$ cat src/rtl/trig_seq_pkg.sv
package trig_seq_pkg;

    localparam int CLS_W = 2;

    typedef enum logic [2:0] {
        SL_IDLE,
        SL_L0_HOLD,
        SL_L1_WAIT,
        SL_L1_HOLD,
        SL_L2_WAIT,
        SL_L2_HOLD
    } slot_st_e;

    // protection window of a class: code 0 and code 1 have their own, the rest share one
    function automatic int unsigned win_pick(logic [CLS_W-1:0] c,
                                             int unsigned w_a,
                                             int unsigned w_b,
                                             int unsigned w_x);
        if (c == 2'd0)      return w_a;
        else if (c == 2'd1) return w_b;
        else                return w_x;
    endfunction

endpackage

$ cat src/rtl/trig_guard.sv
// Past-protection history: cycles since the last interaction of each class.
module trig_guard
    import trig_seq_pkg::*;
#(
    parameter int unsigned W_DIMU  = 2,
    parameter int unsigned W_DIEL  = 4,
    parameter int unsigned W_OTHER = 6
) (
    input  logic             clk,
    input  logic             rst_n,
    input  logic             int_vld,
    input  logic [CLS_W-1:0] int_cls,
    output logic             past_hit
);
    localparam int unsigned WMAX  = (W_DIMU > W_DIEL) ?
                                    ((W_DIMU > W_OTHER) ? W_DIMU : W_OTHER) :
                                    ((W_DIEL > W_OTHER) ? W_DIEL : W_OTHER);
    localparam int          CNT_W = $clog2(WMAX + 2);
    localparam int          NCLS  = 1 << CLS_W;
    localparam logic [CNT_W-1:0] CNT_MAX = CNT_W'(WMAX + 1);

    logic [CNT_W-1:0] gap_q [NCLS];

    for (genvar c = 0; c < NCLS; c++) begin : g_cls
        always_ff @(posedge clk) begin
            if (!rst_n) begin
                gap_q[c] <= CNT_MAX;
            end else if (int_vld && int_cls == CLS_W'(c)) begin
                gap_q[c] <= CNT_W'(1);
            end else if (gap_q[c] != CNT_MAX) begin
                gap_q[c] <= gap_q[c] + CNT_W'(1);
            end
        end
    end

    always_comb begin
        past_hit = int_vld &&
                   (32'(gap_q[int_cls]) <= win_pick(int_cls, W_DIMU, W_DIEL, W_OTHER));
    end

endmodule

$ cat src/rtl/trig_alloc.sv
// Lowest-free slot pick and overflow count.
module trig_alloc #(
    parameter int DEPTH = 16,
    parameter int OVF_W = 16
) (
    input  logic             clk,
    input  logic             rst_n,
    input  logic             int_vld,
    input  logic [DEPTH-1:0] occ,
    output logic [DEPTH-1:0] alloc_oh,
    output logic [OVF_W-1:0] ovf_cnt
);
    logic full;
    logic [DEPTH-1:0] pick;

    always_comb begin
        pick = '0;
        for (int i = DEPTH - 1; i >= 0; i--) begin
            if (!occ[i]) pick = DEPTH'(1) << i;
        end
        full     = &occ;
        alloc_oh = (int_vld && !full) ? pick : '0;
    end

    always_ff @(posedge clk) begin
        if (!rst_n)               ovf_cnt <= '0;
        else if (int_vld && full) ovf_cnt <= ovf_cnt + OVF_W'(1);
    end

endmodule

$ cat src/rtl/trig_slot.sv
// One in-flight event: age counter, class, verdict and conflict mark.
module trig_slot
    import trig_seq_pkg::*;
#(
    parameter int unsigned L0_OUT  = 2,
    parameter int unsigned L1_CHK  = 5,
    parameter int unsigned L1_OUT  = 7,
    parameter int unsigned L2_CHK  = 40,
    parameter int unsigned L2_OUT  = 44,
    parameter int unsigned W_DIMU  = 2,
    parameter int unsigned W_DIEL  = 4,
    parameter int unsigned W_OTHER = 6
) (
    input  logic             clk,
    input  logic             rst_n,
    input  logic             alloc,
    input  logic [CLS_W-1:0] new_cls,
    input  logic             new_rej,
    input  logic             new_past,
    input  logic             arr_vld,
    input  logic [CLS_W-1:0] arr_cls,
    input  logic             chg_vld,
    input  logic [CLS_W-1:0] chg_cls,
    output logic             occ,
    output logic             fire0,
    output logic             fire1,
    output logic             fire2,
    output logic             acc,
    output logic [CLS_W-1:0] cls
);
    localparam int AGE_W = $clog2(L2_OUT + 2);

    slot_st_e         st_q, st_d;
    logic [AGE_W-1:0] age_q, age_d;
    logic [CLS_W-1:0] cls_q, cls_d;
    logic             rej_q, rej_d;
    logic             conf_q, conf_d;
    logic             fut_hit, conf_now;

    always_comb begin
        fut_hit  = arr_vld && (st_q != SL_IDLE) && (arr_cls == cls_q) &&
                   (32'(age_q) <= win_pick(cls_q, W_DIMU, W_DIEL, W_OTHER));
        conf_now = conf_q || fut_hit;
    end

    // next state and data
    always_comb begin
        st_d   = st_q;
        cls_d  = cls_q;
        rej_d  = rej_q;
        conf_d = conf_now;
        age_d  = (st_q == SL_IDLE) ? '0 : age_q + AGE_W'(1);
        unique case (st_q)
            SL_IDLE: begin
                if (alloc) begin
                    st_d   = SL_L0_HOLD;
                    cls_d  = new_cls;
                    rej_d  = new_rej;
                    conf_d = new_past;
                    age_d  = AGE_W'(1);
                end
            end
            SL_L0_HOLD: begin
                if (age_q == AGE_W'(L0_OUT)) st_d = rej_q ? SL_IDLE : SL_L1_WAIT;
            end
            SL_L1_WAIT, SL_L2_WAIT: begin
                if ((st_q == SL_L1_WAIT && age_q == AGE_W'(L1_CHK)) ||
                    (st_q == SL_L2_WAIT && age_q == AGE_W'(L2_CHK))) begin
                    st_d  = (st_q == SL_L1_WAIT) ? SL_L1_HOLD : SL_L2_HOLD;
                    rej_d = 1'b0;
                    if (conf_now) begin
                        if (chg_vld) begin
                            cls_d  = chg_cls;
                            conf_d = 1'b0;
                        end else begin
                            rej_d = 1'b1;
                        end
                    end
                end
            end
            SL_L1_HOLD: begin
                if (age_q == AGE_W'(L1_OUT)) st_d = rej_q ? SL_IDLE : SL_L2_WAIT;
            end
            SL_L2_HOLD: begin
                if (age_q == AGE_W'(L2_OUT)) st_d = SL_IDLE;
            end
            default: st_d = SL_IDLE;
        endcase
    end

    // state register
    always_ff @(posedge clk) begin
        if (!rst_n) begin
            st_q   <= SL_IDLE;
            age_q  <= '0;
            cls_q  <= '0;
            rej_q  <= 1'b0;
            conf_q <= 1'b0;
        end else begin
            st_q   <= st_d;
            age_q  <= age_d;
            cls_q  <= cls_d;
            rej_q  <= rej_d;
            conf_q <= conf_d;
        end
    end

    // outputs
    always_comb begin
        occ   = (st_q != SL_IDLE);
        fire0 = (st_q == SL_L0_HOLD) && (age_q == AGE_W'(L0_OUT));
        fire1 = (st_q == SL_L1_HOLD) && (age_q == AGE_W'(L1_OUT));
        fire2 = (st_q == SL_L2_HOLD) && (age_q == AGE_W'(L2_OUT));
        acc   = !rej_q;
        cls   = cls_q;
    end

endmodule

$ cat src/rtl/trig_sequencer.sv
module trig_sequencer
    import trig_seq_pkg::*;
#(
    parameter int unsigned CLK_PS  = 25000,
    parameter int unsigned L0_OUT  = 1200000 / CLK_PS,
    parameter int unsigned L1_CHK  = 4300000 / CLK_PS,
    parameter int unsigned L1_OUT  = 5500000 / CLK_PS,
    parameter int unsigned L2_CHK  = 88000000 / CLK_PS,
    parameter int unsigned L2_OUT  = 89200000 / CLK_PS,
    parameter int unsigned W_DIMU  = 3000000 / CLK_PS,
    parameter int unsigned W_DIEL  = 7000000 / CLK_PS,
    parameter int unsigned W_OTHER = 88000000 / CLK_PS,
    parameter int          DEPTH   = 16,
    parameter int          OVF_W   = 16,
    localparam int         TAG_W   = $clog2(DEPTH)
) (
    input  logic             clk,
    input  logic             rst_n,
    input  logic             int_vld,
    input  logic [1:0]       int_cls,
    input  logic             det_busy,
    input  logic             chg_vld,
    input  logic [1:0]       chg_cls,
    output logic             l0_vld,
    output logic             l0_acc,
    output logic [TAG_W-1:0] l0_tag,
    output logic [1:0]       l0_cls,
    output logic             l1_vld,
    output logic             l1_acc,
    output logic [TAG_W-1:0] l1_tag,
    output logic [1:0]       l1_cls,
    output logic             l2_vld,
    output logic             l2_acc,
    output logic [TAG_W-1:0] l2_tag,
    output logic [1:0]       l2_cls,
    output logic [OVF_W-1:0] ovf_cnt
);
    logic             past_hit;
    logic [DEPTH-1:0] occ, alloc_oh, fire0, fire1, fire2, s_acc;
    logic [CLS_W-1:0] s_cls [DEPTH];

    trig_guard #(
        .W_DIMU (W_DIMU),
        .W_DIEL (W_DIEL),
        .W_OTHER(W_OTHER)
    ) u_guard (
        .clk     (clk),
        .rst_n   (rst_n),
        .int_vld (int_vld),
        .int_cls (int_cls),
        .past_hit(past_hit)
    );

    trig_alloc #(
        .DEPTH(DEPTH),
        .OVF_W(OVF_W)
    ) u_alloc (
        .clk     (clk),
        .rst_n   (rst_n),
        .int_vld (int_vld),
        .occ     (occ),
        .alloc_oh(alloc_oh),
        .ovf_cnt (ovf_cnt)
    );

    for (genvar i = 0; i < DEPTH; i++) begin : g_slot
        trig_slot #(
            .L0_OUT (L0_OUT),
            .L1_CHK (L1_CHK),
            .L1_OUT (L1_OUT),
            .L2_CHK (L2_CHK),
            .L2_OUT (L2_OUT),
            .W_DIMU (W_DIMU),
            .W_DIEL (W_DIEL),
            .W_OTHER(W_OTHER)
        ) u_slot (
            .clk     (clk),
            .rst_n   (rst_n),
            .alloc   (alloc_oh[i]),
            .new_cls (int_cls),
            .new_rej (det_busy || past_hit),
            .new_past(past_hit),
            .arr_vld (int_vld),
            .arr_cls (int_cls),
            .chg_vld (chg_vld),
            .chg_cls (chg_cls),
            .occ     (occ[i]),
            .fire0   (fire0[i]),
            .fire1   (fire1[i]),
            .fire2   (fire2[i]),
            .acc     (s_acc[i]),
            .cls     (s_cls[i])
        );
    end

    // decision outputs: at most one slot fires per level in a cycle
    always_comb begin
        {l0_vld, l0_acc, l0_tag, l0_cls} = '0;
        {l1_vld, l1_acc, l1_tag, l1_cls} = '0;
        {l2_vld, l2_acc, l2_tag, l2_cls} = '0;
        for (int i = 0; i < DEPTH; i++) begin
            if (fire0[i]) begin
                l0_vld = 1'b1; l0_acc = s_acc[i]; l0_tag = TAG_W'(i); l0_cls = s_cls[i];
            end
            if (fire1[i]) begin
                l1_vld = 1'b1; l1_acc = s_acc[i]; l1_tag = TAG_W'(i); l1_cls = s_cls[i];
            end
            if (fire2[i]) begin
                l2_vld = 1'b1; l2_acc = s_acc[i]; l2_tag = TAG_W'(i); l2_cls = s_cls[i];
            end
        end
    end

endmodule

$ cat config.mk
export PLATFORM = sky130hd
export DESIGN_NAME = trig_sequencer
export DESIGN_NICKNAME = d
export VERILOG_FILES = /design/src/rtl/trig_seq_pkg.sv /design/src/rtl/trig_guard.sv /design/src/rtl/trig_alloc.sv /design/src/rtl/trig_slot.sv /design/src/rtl/trig_sequencer.sv
export SDC_FILE = /design/constraint.sdc
export NUM_CORES = 1
export LEC_CHECK = 0
export BUFFER_PORTS_ARGS = -buffer_cell sky130_fd_sc_hd__buf_2
export CORE_MARGIN = 8
export CORE_UTILIZATION = 35
export CTS_BUF_LIST = sky130_fd_sc_hd__clkbuf_4 sky130_fd_sc_hd__clkbuf_8
export DETAILED_ROUTE_END_ITERATION = 8
export SETUP_SLACK_MARGIN = 0.02
export SYNTH_ARGS = -nofsm -noshare
export SYNTH_HDL_FRONTEND = slang
export SYNTH_SLANG_ARGS = --single-unit
$ cat constraint.sdc
create_clock -name clk -period 11.5 [get_ports clk]
set_input_delay 0 -clock clk [delete_from_list [all_inputs] [get_ports clk]]
set_output_delay 0 -clock clk [all_outputs]
set_load 0.005 [all_outputs]
==> impl_metrics.toml <==
[detailed_routing]
vias = 24227
ant_nets = 0
routedWlPerCell_um = 17.8
wl_mm = 77.2
viasPerCell = 5.60
detail_route.iter0.violations = 1910
dr.pass1.iters = 6
drc = 0

[worst_setup_path]
setup.worst_path.end = "g_slot[6].u_slot.rej_q"
critPathLaunch = "u_guard.gap_q[3][6]"
reg2reg_from = "u_guard.gap_q[3][6]"
worstSetupPathType = "flop to flop"
cp_slowest_cell = "a31oi_2"
cpMostUsedCell = "nor3_1"
reg2regPathDepth = 11
crit_chain = "mux4_2, ha_1, and4_1, o2111ai_1, nor3_1, a31oi_2, nor2b_1, nor2_1, nor3_1, a21oi_1, o221ai_1"
max_stage_delay_ns = 0.93
worst_path_dominant_cell_family = "simple AND/OR/NAND/NOR gates"
endpoint_kind = "flop"
cp_num_buf_inv = 0
path_depth = 11
r2r_end = "g_slot[6].u_slot.rej_q"
worst_ep_required_time_ns = 12.00
reg2reg_setup_slack_ns = 7.25
cp_max_fo = 11
critPathArrivalTime_ns = 4.75
setup.worst_path.start_class = "flop"

[cts]
cts_resized = 0
clk_latency_ns = 0.68
clk_pin_slew_ns = 0.07
root_buffer = "clkbuf_8"
cts.sinks = 368
post_cts_buffers = 0
cts_tree = "yes"
htreeDepth = 3
clock_path_buffers = 3
hold_buffers = 5
numCtsBuffers = 73

[timing]
worst_pin_slew_ns = 1.20
drv_slew = 0
setup_tns_ns = 0
hold-worst-slack_ns = 0.0696
slew_headroom_pct = 19.7
setup_viol = 0
rsz0062_at_grt = "false"
max_freq_ghz = 0.235
finalClockSkew_ns = 0.0493
finalCritPeriodShare_pct = 36.9
final_hold_viol_count = 0
min_period_ns = 4.25

[grt]
overflow = 0
antenna_found_initial = 4
grt_max_degree = 64
grt_pass1_wl_mm = 123
grt_usage_pct = 18.0
grt_pass1_vias = 22671

[pwr]
p_per_area_nw_per_um2 = 127
leakagePower_nw = 10.5
ir_drop_v = 0.0000851
finalPower_mw = 3.59

[die]
rows = 99
dieArea_sq_um = 82700
start_util_pct = 35.4
die_w_um = 288
core_sq_um = 73000
ioPinCount = 49
die_h_um = 288

[logic_synthesis]
ys_warn_count = 0
ys_ff_latch = 368
synth-seq-area-share_pct = 30.4
ys_types = 90
syn_nets = 3520
async_flop_share_pct = 0
syn_avg_cell_area_sq_um = 7.75
synth_ff_type = "dfxtp_1"
synth_edf_count = 48
synth_cells = 3334
netlist_area_sq_um = 25800

[layout]
fill_cells = 7510
final_area_sq_um = 28400
layout.nets = 3497
drive_gt1_share_pct = 7.27
syn_to_final_growth_pct = 9.84

[job]
max-cap-violations = 0

[worst_hold_path]
whs_path_depth = 5
hold_path_class = "input pin to flop"

[place]
dpl.hpwl_mm = 56.7
globalplace.congestion = 0.953
placed_cell_area_sq_um = 26700
port_buffers = 48

[outcome]
status = "finished clean"
[report_power, final]
| part | switching (mW) | internal (mW) | total, mW |
|---|---|---|---|
| Sequential | 0.112 | 1.38 | 1.49 |
| Clock | 0.616 | 0.897 | 1.51 |
| Combinational | 0.367 | 0.222 | 0.589 |
| Total | 1.09 | 2.49 | 3.59 |
[registers in the layout (all words and copies together) (netlist names)]
| register | flops |
|---|---|
| g_slot.u_slot.cls | 32 |
| g_slot.u_slot.age_q | 192 |
| g_slot.u_slot.conf_q | 16 |
| u_guard.gap_q | 48 |
| g_slot.u_slot.st_q | 48 |
| g_slot.u_slot.rej_q | 16 |
| u_alloc.ovf_cnt | 16 |
[placed cells by master, fill, tap and decap left out, types with 42 or more instances in the layout]
cell and count:
nand2_1 261, nand4_1 91, xor2_1 139, a211oi_1 47, nor2_1 480, nor2b_1 42
clkbuf_8 95, nand3_1 178, xnor2_1 104, inv_1 150, buf_2 47, o21ai_0 190
ha_1 177, edfxtp_1 48, dfxtp_1 320, a21oi_1 169, and3_1 71, nor3_1 124
[worst min-delay path: cells and delay by family]
family | cells | cell delay (ns)
simple gates | 2 | 0.30
compound gates | 2 | 0.26
buf+inv | 1 | 0.14
[area by class of cell]
class | count | area, sq um | share of cell area (%)
multi-input combinational | 2648 | 16700 | 58.8
sequential | 368 | 7850 | 27.7
clock buffer | 116 | 1470 | 5.17
tap | 959 | 1200 | 4.23
inverter | 153 | 577 | 2.03
timing repair buffer | 67 | 398 | 1.40
clock inverter | 16 | 183 | 0.644
antenna | 2 | 5.00 | 0.0176
[worst min-delay path by stage]
| stage | to | startpoint |
|---|---|---|
| finish | g_slot[11].u_slot.rej_q | det_busy |
| global route | g_slot[10].u_slot.rej_q | det_busy |
| CTS | g_slot[2].u_slot.cls[1] | int_cls[1] |
| detailed placement | ovf_cnt[15] | u_alloc.ovf_cnt[15] |
| global placement | ovf_cnt[15] | u_alloc.ovf_cnt[15] |
| floorplan | g_slot[14].u_slot.conf_q | chg_vld |
[metrics by stage]
step	util, %	setup slack, ns	instances
after floorplan	-	7.68	3334
after global placement	36.5	7.11	4190
after detailed placement	36.5	7.06	4190
after CTS	38.9	7.37	4327
after global routing	38.9	7.17	4329
final	38.9	7.25	4329
[logic make-up (layout without fill, tap and decap cells)]
| group | after synthesis | count (layout) | share of synthesized area (%) |
|---|---|---|---|
| and+or+nand+nor | 1569 | 1569 | 31.0 |
| AOI/OAI and AO/OA | 627 | 627 | 15.1 |
| DFF | 368 | 368 | 30.4 |
| buffers and inverters | 318 | 352 | 5.01 |
| xor gates and xnor gates | 243 | 243 | 8.24 |
| adders and majority gates | 177 | 177 | 8.58 |
| muxes | 32 | 32 | 1.69 |
| other | 0 | 2 | 0 |
[Yosys cell counts, types with 42 or more instances]
| master | n | area share (%) |
|---|---|---|
| a211oi_1 | 47 | 1.4 |
| a21oi_1 | 169 | 3.3 |
| and3_1 | 71 | 1.7 |
| clkbuf_1 | 126 | 1.8 |
| dfxtp_1 | 320 | 25 |
| edfxtp_1 | 48 | 5.6 |
| ha_1 | 177 | 8.6 |
| inv_1 | 151 | 2.2 |
| nand2_1 | 261 | 3.8 |
| nand3_1 | 178 | 3.4 |
| nand4_1 | 91 | 2.2 |
| nor2_1 | 480 | 7.0 |
| nor2b_1 | 42 | 1.0 |
| nor3_1 | 124 | 2.4 |
| o21ai_0 | 190 | 3.7 |
| xnor2_1 | 104 | 3.5 |
| xor2_1 | 139 | 4.7 |
[layer usage]
metal  routed length, um  GRT usage, %  up-vias
met5                  13             0        -
met4                2620          6.87        2
met3                5160          3.20      175
met2               33700          28.0      745
met1               35700          24.8    11354
li1                    -             -    11951
(Power assumes the default switching activity.)
